## src/rtl/sdinit_pkg.sv

```systemverilog
package sdinit_pkg;

   // Asserted-high view of the command lines; the pin stage inverts them.
   typedef struct packed {
      logic cs;
      logic ras;
      logic cas;
      logic we;
   } cmd_flags_t;

   localparam cmd_flags_t CMD_DESEL  = '{cs: 1'b0, ras: 1'b0, cas: 1'b0, we: 1'b0};
   localparam cmd_flags_t CMD_PREALL = '{cs: 1'b1, ras: 1'b1, cas: 1'b0, we: 1'b1};
   localparam cmd_flags_t CMD_MODE   = '{cs: 1'b1, ras: 1'b1, cas: 1'b1, we: 1'b1};
   localparam cmd_flags_t CMD_AREF   = '{cs: 1'b1, ras: 1'b1, cas: 1'b1, we: 1'b0};

   // Script positions; the order is the behaviour.
   typedef enum logic [2:0] {
      ST_POWER    = 3'd0,
      ST_PALL_A   = 3'd1,
      ST_MODE_DLL = 3'd2,
      ST_PALL_B   = 3'd3,
      ST_AREF_A   = 3'd4,
      ST_AREF_B   = 3'd5,
      ST_MODE_RUN = 3'd6,
      ST_DONE     = 3'd7
   } step_e;

   typedef enum logic {
      PH_ISSUE = 1'b0,
      PH_WAIT  = 1'b1
   } phase_e;

   // Mode word fields
   localparam int MR_CL_POS   = 4;
   localparam int MR_DLL_POS  = 8;
   localparam int MR_CL_VAL   = 2;
   localparam int MR_BL_CODE  = 0;
   localparam int AP_ALL_POS  = 10;

endpackage

```

## src/rtl/sdinit_script.sv

```systemverilog
module sdinit_script
   import sdinit_pkg::*;
#(
   parameter int ADDR_W    = 13,
   parameter int BANK_W    = 2,
   parameter int CNT_W     = 15,
   parameter int T_POWERUP = 20000,
   parameter int T_MODE    = 200,
   parameter int T_REFRESH = 4
) (
   input  step_e              step,
   output cmd_flags_t         flags,
   output logic [ADDR_W-1:0]  addr,
   output logic [BANK_W-1:0]  bank,
   output logic [CNT_W-1:0]   wait_len
);

   localparam logic [ADDR_W-1:0] A_PALL     = ADDR_W'(1 << AP_ALL_POS);
   localparam logic [ADDR_W-1:0] A_MODE_RUN = ADDR_W'((MR_CL_VAL << MR_CL_POS) | MR_BL_CODE);
   localparam logic [ADDR_W-1:0] A_MODE_DLL = A_MODE_RUN | ADDR_W'(1 << MR_DLL_POS);
   localparam logic [CNT_W-1:0]  W_POWER    = CNT_W'(T_POWERUP);
   localparam logic [CNT_W-1:0]  W_MODE     = CNT_W'(T_MODE);
   localparam logic [CNT_W-1:0]  W_REF      = CNT_W'(T_REFRESH);

   assign bank = '0;

   always_comb begin
      flags    = CMD_DESEL;
      addr     = '0;
      wait_len = '0;
      unique case (step)
         ST_POWER:    begin wait_len = W_POWER; end
         ST_PALL_A,
         ST_PALL_B:   begin flags = CMD_PREALL; addr = A_PALL; end
         ST_MODE_DLL: begin flags = CMD_MODE; addr = A_MODE_DLL; wait_len = W_MODE; end
         ST_AREF_A,
         ST_AREF_B:   begin flags = CMD_AREF; wait_len = W_REF; end
         ST_MODE_RUN: begin flags = CMD_MODE; addr = A_MODE_RUN; wait_len = W_MODE; end
         ST_DONE:     begin end
         default:     begin end
      endcase
   end

endmodule

```

## src/rtl/sdinit_pin_stage.sv

```systemverilog
module sdinit_pin_stage
   import sdinit_pkg::*;
#(
   parameter int ADDR_W  = 13,
   parameter int BANK_W  = 2,
   parameter bit OUT_REG = 1'b1
) (
   input  logic              clk,
   input  logic              rst,
   input  logic              sel_ctl,
   input  cmd_flags_t        seq_flags,
   input  logic [ADDR_W-1:0] seq_addr,
   input  logic [BANK_W-1:0] seq_bank,
   input  logic              ctrl_on,
   input  logic              ctl_valid_done,
   input  logic [3:0]        ctl_cmd_n,
   input  logic [ADDR_W-1:0] ctl_addr,
   input  logic [BANK_W-1:0] ctl_bank,
   output logic [3:0]        mem_cmd_n,
   output logic [ADDR_W-1:0] mem_addr,
   output logic [BANK_W-1:0] mem_bank,
   output logic              mem_cke,
   output logic              mem_odt,
   output logic              mem_reset_n,
   output logic              bus_sel,
   output logic              init_done
);

   logic [3:0]        nxt_cmd_n;
   logic [ADDR_W-1:0] nxt_addr;
   logic [BANK_W-1:0] nxt_bank;

   always_comb begin
      if (sel_ctl) begin
         nxt_cmd_n = ctl_cmd_n;
         nxt_addr  = ctl_addr;
         nxt_bank  = ctl_bank;
      end else begin
         nxt_cmd_n = ~{seq_flags.cs, seq_flags.ras, seq_flags.cas, seq_flags.we};
         nxt_addr  = seq_addr;
         nxt_bank  = seq_bank;
      end
   end

   generate
      if (OUT_REG) begin : g_reg
         always_ff @(posedge clk) begin
            if (rst) begin
               mem_cmd_n   <= 4'hF;
               mem_addr    <= '0;
               mem_bank    <= '0;
               mem_cke     <= 1'b0;
               mem_odt     <= 1'b0;
               mem_reset_n <= 1'b0;
               bus_sel     <= 1'b0;
               init_done   <= 1'b0;
            end else begin
               mem_cmd_n   <= nxt_cmd_n;
               mem_addr    <= nxt_addr;
               mem_bank    <= nxt_bank;
               mem_cke     <= ctrl_on;
               mem_odt     <= ctrl_on;
               mem_reset_n <= ctrl_on;
               bus_sel     <= sel_ctl;
               init_done   <= ctl_valid_done;
            end
         end
      end else begin : g_comb
         assign mem_cmd_n   = nxt_cmd_n;
         assign mem_addr    = nxt_addr;
         assign mem_bank    = nxt_bank;
         assign mem_cke     = ctrl_on;
         assign mem_odt     = ctrl_on;
         assign mem_reset_n = ctrl_on;
         assign bus_sel     = sel_ctl;
         assign init_done   = ctl_valid_done;
      end
   endgenerate

endmodule

```

## src/rtl/sdinit_seq.sv

```systemverilog
module sdinit_seq
   import sdinit_pkg::*;
#(
   parameter int ADDR_W    = 13,
   parameter int BANK_W    = 2,
   parameter int T_POWERUP = 20000,
   parameter int T_MODE    = 200,
   parameter int T_REFRESH = 4,
   parameter bit OUT_REG   = 1'b1
) (
   input  logic              clk,
   input  logic              rst,
   input  logic [3:0]        ctl_cmd_n,
   input  logic [ADDR_W-1:0] ctl_addr,
   input  logic [BANK_W-1:0] ctl_bank,
   output logic [3:0]        mem_cmd_n,
   output logic [ADDR_W-1:0] mem_addr,
   output logic [BANK_W-1:0] mem_bank,
   output logic              mem_cke,
   output logic              mem_odt,
   output logic              mem_reset_n,
   output logic              bus_sel,
   output logic              init_done
);

   localparam int T_MAX_A = (T_POWERUP > T_MODE) ? T_POWERUP : T_MODE;
   localparam int T_MAX   = (T_MAX_A > T_REFRESH) ? T_MAX_A : T_REFRESH;
   localparam int CNT_W   = (T_MAX < 2) ? 1 : $clog2(T_MAX + 1);

   generate
      if (ADDR_W < AP_ALL_POS + 1) begin : g_bad_addr
         $error("sdinit_seq: ADDR_W too narrow for the precharge-all bit");
      end
      if (BANK_W < 1) begin : g_bad_bank
         $error("sdinit_seq: BANK_W must be at least 1");
      end
      if (T_POWERUP < 0 || T_MODE < 0 || T_REFRESH < 0) begin : g_bad_wait
         $error("sdinit_seq: wait lengths must be non-negative");
      end
   endgenerate

   step_e             step;
   phase_e            phase;
   logic [CNT_W-1:0]  cnt;
   logic              ctrl_on;

   cmd_flags_t        scr_flags;
   logic [ADDR_W-1:0] scr_addr;
   logic [BANK_W-1:0] scr_bank;
   logic [CNT_W-1:0]  scr_wait;

   cmd_flags_t        seq_flags;
   logic [ADDR_W-1:0] seq_addr;
   logic [BANK_W-1:0] seq_bank;
   logic              issuing;
   logic              seq_done;

   sdinit_script #(
      .ADDR_W    (ADDR_W),
      .BANK_W    (BANK_W),
      .CNT_W     (CNT_W),
      .T_POWERUP (T_POWERUP),
      .T_MODE    (T_MODE),
      .T_REFRESH (T_REFRESH)
   ) u_script (
      .step     (step),
      .flags    (scr_flags),
      .addr     (scr_addr),
      .bank     (scr_bank),
      .wait_len (scr_wait)
   );

   assign seq_done = (step == ST_DONE);
   assign issuing  = (phase == PH_ISSUE) && !seq_done;
   assign seq_flags = issuing ? scr_flags : CMD_DESEL;
   assign seq_addr  = issuing ? scr_addr  : '0;
   assign seq_bank  = issuing ? scr_bank  : '0;

   always_ff @(posedge clk) begin
      if (rst) begin
         step    <= ST_POWER;
         phase   <= PH_ISSUE;
         cnt     <= '0;
         ctrl_on <= 1'b0;
      end else begin
         unique case (phase)
            PH_ISSUE: begin
               if (!seq_done) begin
                  if (step == ST_POWER) ctrl_on <= 1'b1;
                  if (scr_wait == '0) begin
                     step <= step_e'(step + 3'd1);
                  end else begin
                     phase <= PH_WAIT;
                     cnt   <= scr_wait - 1'b1;
                  end
               end
            end
            PH_WAIT: begin
               if (cnt == '0) begin
                  phase <= PH_ISSUE;
                  step  <= step_e'(step + 3'd1);
               end else begin
                  cnt <= cnt - 1'b1;
               end
            end
            default: phase <= PH_ISSUE;
         endcase
      end
   end

   sdinit_pin_stage #(
      .ADDR_W  (ADDR_W),
      .BANK_W  (BANK_W),
      .OUT_REG (OUT_REG)
   ) u_pins (
      .clk            (clk),
      .rst            (rst),
      .sel_ctl        (seq_done),
      .seq_flags      (seq_flags),
      .seq_addr       (seq_addr),
      .seq_bank       (seq_bank),
      .ctrl_on        (ctrl_on),
      .ctl_valid_done (seq_done),
      .ctl_cmd_n      (ctl_cmd_n),
      .ctl_addr       (ctl_addr),
      .ctl_bank       (ctl_bank),
      .mem_cmd_n      (mem_cmd_n),
      .mem_addr       (mem_addr),
      .mem_bank       (mem_bank),
      .mem_cke        (mem_cke),
      .mem_odt        (mem_odt),
      .mem_reset_n    (mem_reset_n),
      .bus_sel        (bus_sel),
      .init_done      (init_done)
   );

   // the wait counter never starts above the length the script asks for
   a_r6_cnt_in_window: assert property (@(posedge clk) disable iff (rst)
      (phase == PH_WAIT) |-> (cnt < scr_wait));

   // control lines never fall before the next reset
   a_r2_ctrl_hold: assert property (@(posedge clk) disable iff (rst)
      mem_cke |=> mem_cke);

   // no command reaches the pins while clock enable is low
   a_r3_cmd_needs_cke: assert property (@(posedge clk) disable iff (rst)
      (!bus_sel && mem_cmd_n != 4'hF) |-> mem_cke);

   // a sequencer command is never repeated in the following cycle
   a_r5_single_cycle: assert property (@(posedge clk) disable iff (rst)
      (!bus_sel && mem_cmd_n != 4'hF) |=> (bus_sel || mem_cmd_n != $past(mem_cmd_n)));

   // the sequencer only ever addresses bank 0
   a_r4_bank_zero: assert property (@(posedge clk) disable iff (rst)
      !bus_sel |-> (mem_bank == '0));

   // completion is held
   a_r7_done_hold: assert property (@(posedge clk) disable iff (rst)
      init_done |=> init_done);

   // once handed over, the bus stays with the controller
   a_r8_sel_hold: assert property (@(posedge clk) disable iff (rst)
      bus_sel |=> bus_sel);

endmodule

```

## config.mk

```make
export PLATFORM = sky130hd
export DESIGN_NAME = sdinit_seq
export DESIGN_NICKNAME = d
export VERILOG_FILES = /design/src/rtl/sdinit_pkg.sv /design/src/rtl/sdinit_script.sv /design/src/rtl/sdinit_pin_stage.sv /design/src/rtl/sdinit_seq.sv
export SDC_FILE = /design/constraint.sdc
export NUM_CORES = 1
export LEC_CHECK = 0
export ABC_AREA = 1
export ABC_CLOCK_PERIOD_IN_PS = 1850
export BUFFER_PORTS_ARGS = -buffer_cell sky130_fd_sc_hd__buf_2
export CAP_MARGIN = 20
export CORE_MARGIN = 1
export CORE_UTILIZATION = 49
export DETAILED_ROUTE_END_ITERATION = 16
export HOLD_SLACK_MARGIN = 0.08
export PLACE_DENSITY = 0.76
export SKIP_LAST_GASP = 1
export SYNTH_ARGS = -nofsm -noshare
export SYNTH_HDL_FRONTEND = slang
export SYNTH_SLANG_ARGS = --single-unit
```

## constraint.sdc

```tcl
create_clock -name clk -period 1.85 [get_ports clk]
set_clock_uncertainty 0.2 [all_clocks]
set_input_delay 0.185 -clock clk [delete_from_list [all_inputs] [get_ports clk]]
set_output_delay 0.185 -clock clk [all_outputs]
set_load 0.02 [all_outputs]
```

==> reports/metrics.yaml <==
global_routing:
  grt_overflow: 0
  grt_usage: 0.2476
  grt_pass1_vias: 1927
  grt_pass1_wl_mm: 8.418
  antenna_found_initial: 0
  grt_max_degree: 26
yosys:
  synth_top_cell_area_share: 0.3879
  synth-seq-cells: 41
  synth_flop_cell: "dfxtp_1"
  synth_cell_type_count: 33
  synth_area_leaders: "dfxtp_1, nand2_1, nor2_1, inv_1, ha_1"
  synth_cells: 296
  synth_common_cells: "nand2_1, nor2_1, dfxtp_1, inv_1, nand3_1"
  postSynthNetCount: 325
  ys_seq_area_frac: 0.3879
  synth_edf_count: 0
  yosysTopAreaCell: "dfxtp_1"
  synth_async_sr_flop_share: 0
  syn_avg_cell_area_um2: 7.148
  synth_area_um2: 2116
  yosysWarnings: 0
route:
  first_iter_violations: 96
  vias_per_cell: 5.088
  detail_route.wl_per_cell_um: 13.09
  final_antenna_net_count: 0
  drtPass1Iterations: 5
  wirelength_mm: 5.627
  vias: 2188
  drc: 0
sta:
  tns_ps: -15.44
  fmax_mhz: 536.1
  fin_crit_ps: 1865
  setup_viol: 1
  worstMarginPinSlew_ps: 537.8
  fin_ws_ps: -15.44
  slew_headroom: 0.6411
  report.final.slew_viol_count: 0
  period_share: 1.008
  rsz0062_at_grt: "true"
  finalHoldViolCount: 0
worst_setup_path:
  ff2ff_path_depth: 11
  rr_endpoint: "cnt[10]$_SDFFE_PP0P_"
  crit_type: "reg2reg"
  start_kind: "flip-flop"
  ff2ff_setup_slack_ps: -20
  cp.arrival_ps: 1850
  r2r_start: "step[1]$_SDFFE_PP0P_"
  crit_path_end_kind: "flip-flop"
  path_max_fanout: 6
  cp.required_ps: 1830
pwr:
  power.leakage_nw: 1.551
  vdd_ir_drop_max_mv: 0.9905
  powerDensity_nw_per_um2: 1834
clocking:
  htree_levels: 2
  cts_buffers: 5
  numClockSinks: 41
  clock_latency_ps: 290
  cts-root-buf: "clkbuf_8"
  cts.path.max_buffers: 2
  cts_tree: "built"
  path_clk_slew_ps: 80
run_status:
  violations: "negative setup slack"
  outcome: "finished with violations"
hold_path:
  whs_endpoint: "u_pins.mem_cke$_SDFF_PP0_"
  hold_depth: 2
  hp-start: "ctrl_on$_SDFFE_PP0P_"
  min_path_type: "reg2reg"
placement:
  hpwl_mm: 3.503
  port_buffers: 44
  gp_congestion: 0.9754
  place_ws_ps: -111.4
final_layout:
  antennaDiodeCount: 0
  area_delta_synth_final_pct: 41.99
  nNetsFinal: 408
  drive_gt1_frac: 0.3263
floorplanning:
  ios: 45
  die_h_um: 67.71
  initial_core_util: 0.5178
  core_area_um2: 4086
  rows: 23
  die-area_um2: 4585
  die_w_um: 67.71
job:
  max_cap_violations: 0
## area by class of cell
| class | count | area (um2) |
|---|---|---|
| multi-input combinational | 201 | 1206 |
| fill | 306 | 1082 |
| sequential | 41 | 825.8 |
| tap | 50 | 62.56 |
| clock buffer | 5 | 68.82 |
| timing repair buffer | 85 | 598.1 |
| inverter | 45 | 173.9 |
| clock inverter | 3 | 68.82 |
## worst max-delay path by stage
stage	depth (start not counted)	to	slack (ps)	from
2_1_floorplan	9	cnt[4]$_SDFFE_PP0P_	70	step[0]$_SDFFE_PP0P_
5_1_grt	8	u_pins.mem_addr[3]$_SDFF_PP0_	-100	step[0]$_SDFFE_PP0P_
3_3_place_gp	9	cnt[5]$_SDFFE_PP0P_	-40	step[0]$_SDFFE_PP0P_
3_5_place_dp	8	step[1]$_SDFFE_PP0P_	-110	step[0]$_SDFFE_PP0P_
4_1_cts	9	cnt[13]$_SDFFE_PP0P_	2	step[0]$_SDFFE_PP0P_
6_report	11	cnt[10]$_SDFFE_PP0P_	-20	step[1]$_SDFFE_PP0P_
## power by group
part           switching, W  internal (W)  total, W
sequential         0.000185       0.00113   0.00131
combinational       0.00205       0.00128   0.00333
clock              0.000323      0.000543  0.000866
## metrics by stage
step / power, W / hold WS (ps) / utilization / instance area, um2 / std cells
after global placement: 0.003997 / 197.2 / 0.6059 / 2476 / 399
final: 0.005509 / 230.4 / 0.7352 / 3004 / 430
after global routing: 0.005916 / 249.2 / 0.7352 / 3004 / 430
after detailed placement: 0.004038 / 197.0 / 0.6059 / 2476 / 399
after floorplan: 0.003368 / 97.22 / - / 2116 / 296
after CTS: 0.005131 / 234.3 / 0.7088 / 2897 / 428
## registers in the layout, summed over array words and instances, names as in the netlist, 2 cells and up
register and count:
cnt 15, step 3, u_pins.mem_addr 13, u_pins.mem_bank 2
u_pins.mem_cmd_n 4
## routing by layer
metal / vias to the layer above / GRT usage / part of all wire
met1: 992 / 0.2829 / 0.40
met5: - / 0 / 0
li1: 1108 / - / -
met3: 13 / 0.04730 / 0.052
met4: 0 / 0.09043 / 0.017
met2: 75 / 0.4493 / 0.53
## critical path, stage by stage, from the launching register on
cell and delay [ps]:
dfxtp_2 370, inv_2 60, buf_4 150, ha_4 170, nor2_4 100, nor2_2 50, nand2_4 110, nand3_4 120
nor2_4 190, a21oi_1 110, nor2_1 90, nor2_1 50
## repair_timing
item / 4_1_cts / 5_1_grt
hold buffers: 20 / 0
setup buffers: 1 / 1
gates resized for setup: 22 / 26
setup endpoints to repair: 19 / 18
pin swaps: 11 / 10
gates cloned: 0 / 1
endpoints found under the hold margin: 24 / 0
## cells by family (layout without fill, tap and decap cells)
family                   Yosys count  after routing  synth area share
AND/OR/NAND/NOR                  146            147            0.3187
adder cells (fa/ha/maj)            8              8           0.04731
buffers and inverters             55            138            0.1165
AO/OA/AOI/OAI                     46             46            0.1295
flip-flops                        41             41            0.3879
## placed cells by master (no fill, tap or decap), types with 3 or more instances in the layout
cell	count
inv_1	37
nand3_1	15
o21ai_1	7
nand4_1	6
nand2_1	49
clkbuf_8	5
ha_1	3
buf_4	18
nor2_1	50
nand2_4	3
o21ai_0	10
nand2_2	5
dlygate4sd3_1	20
nand3_4	3
a21oi_2	3
buf_2	44
nor2_4	5
ha_4	3
nand3_2	6
dfxtp_1	39
a21oi_1	11
nor2_2	3
inv_2	7
No activity file was read; power rests on OpenSTA's default activity.
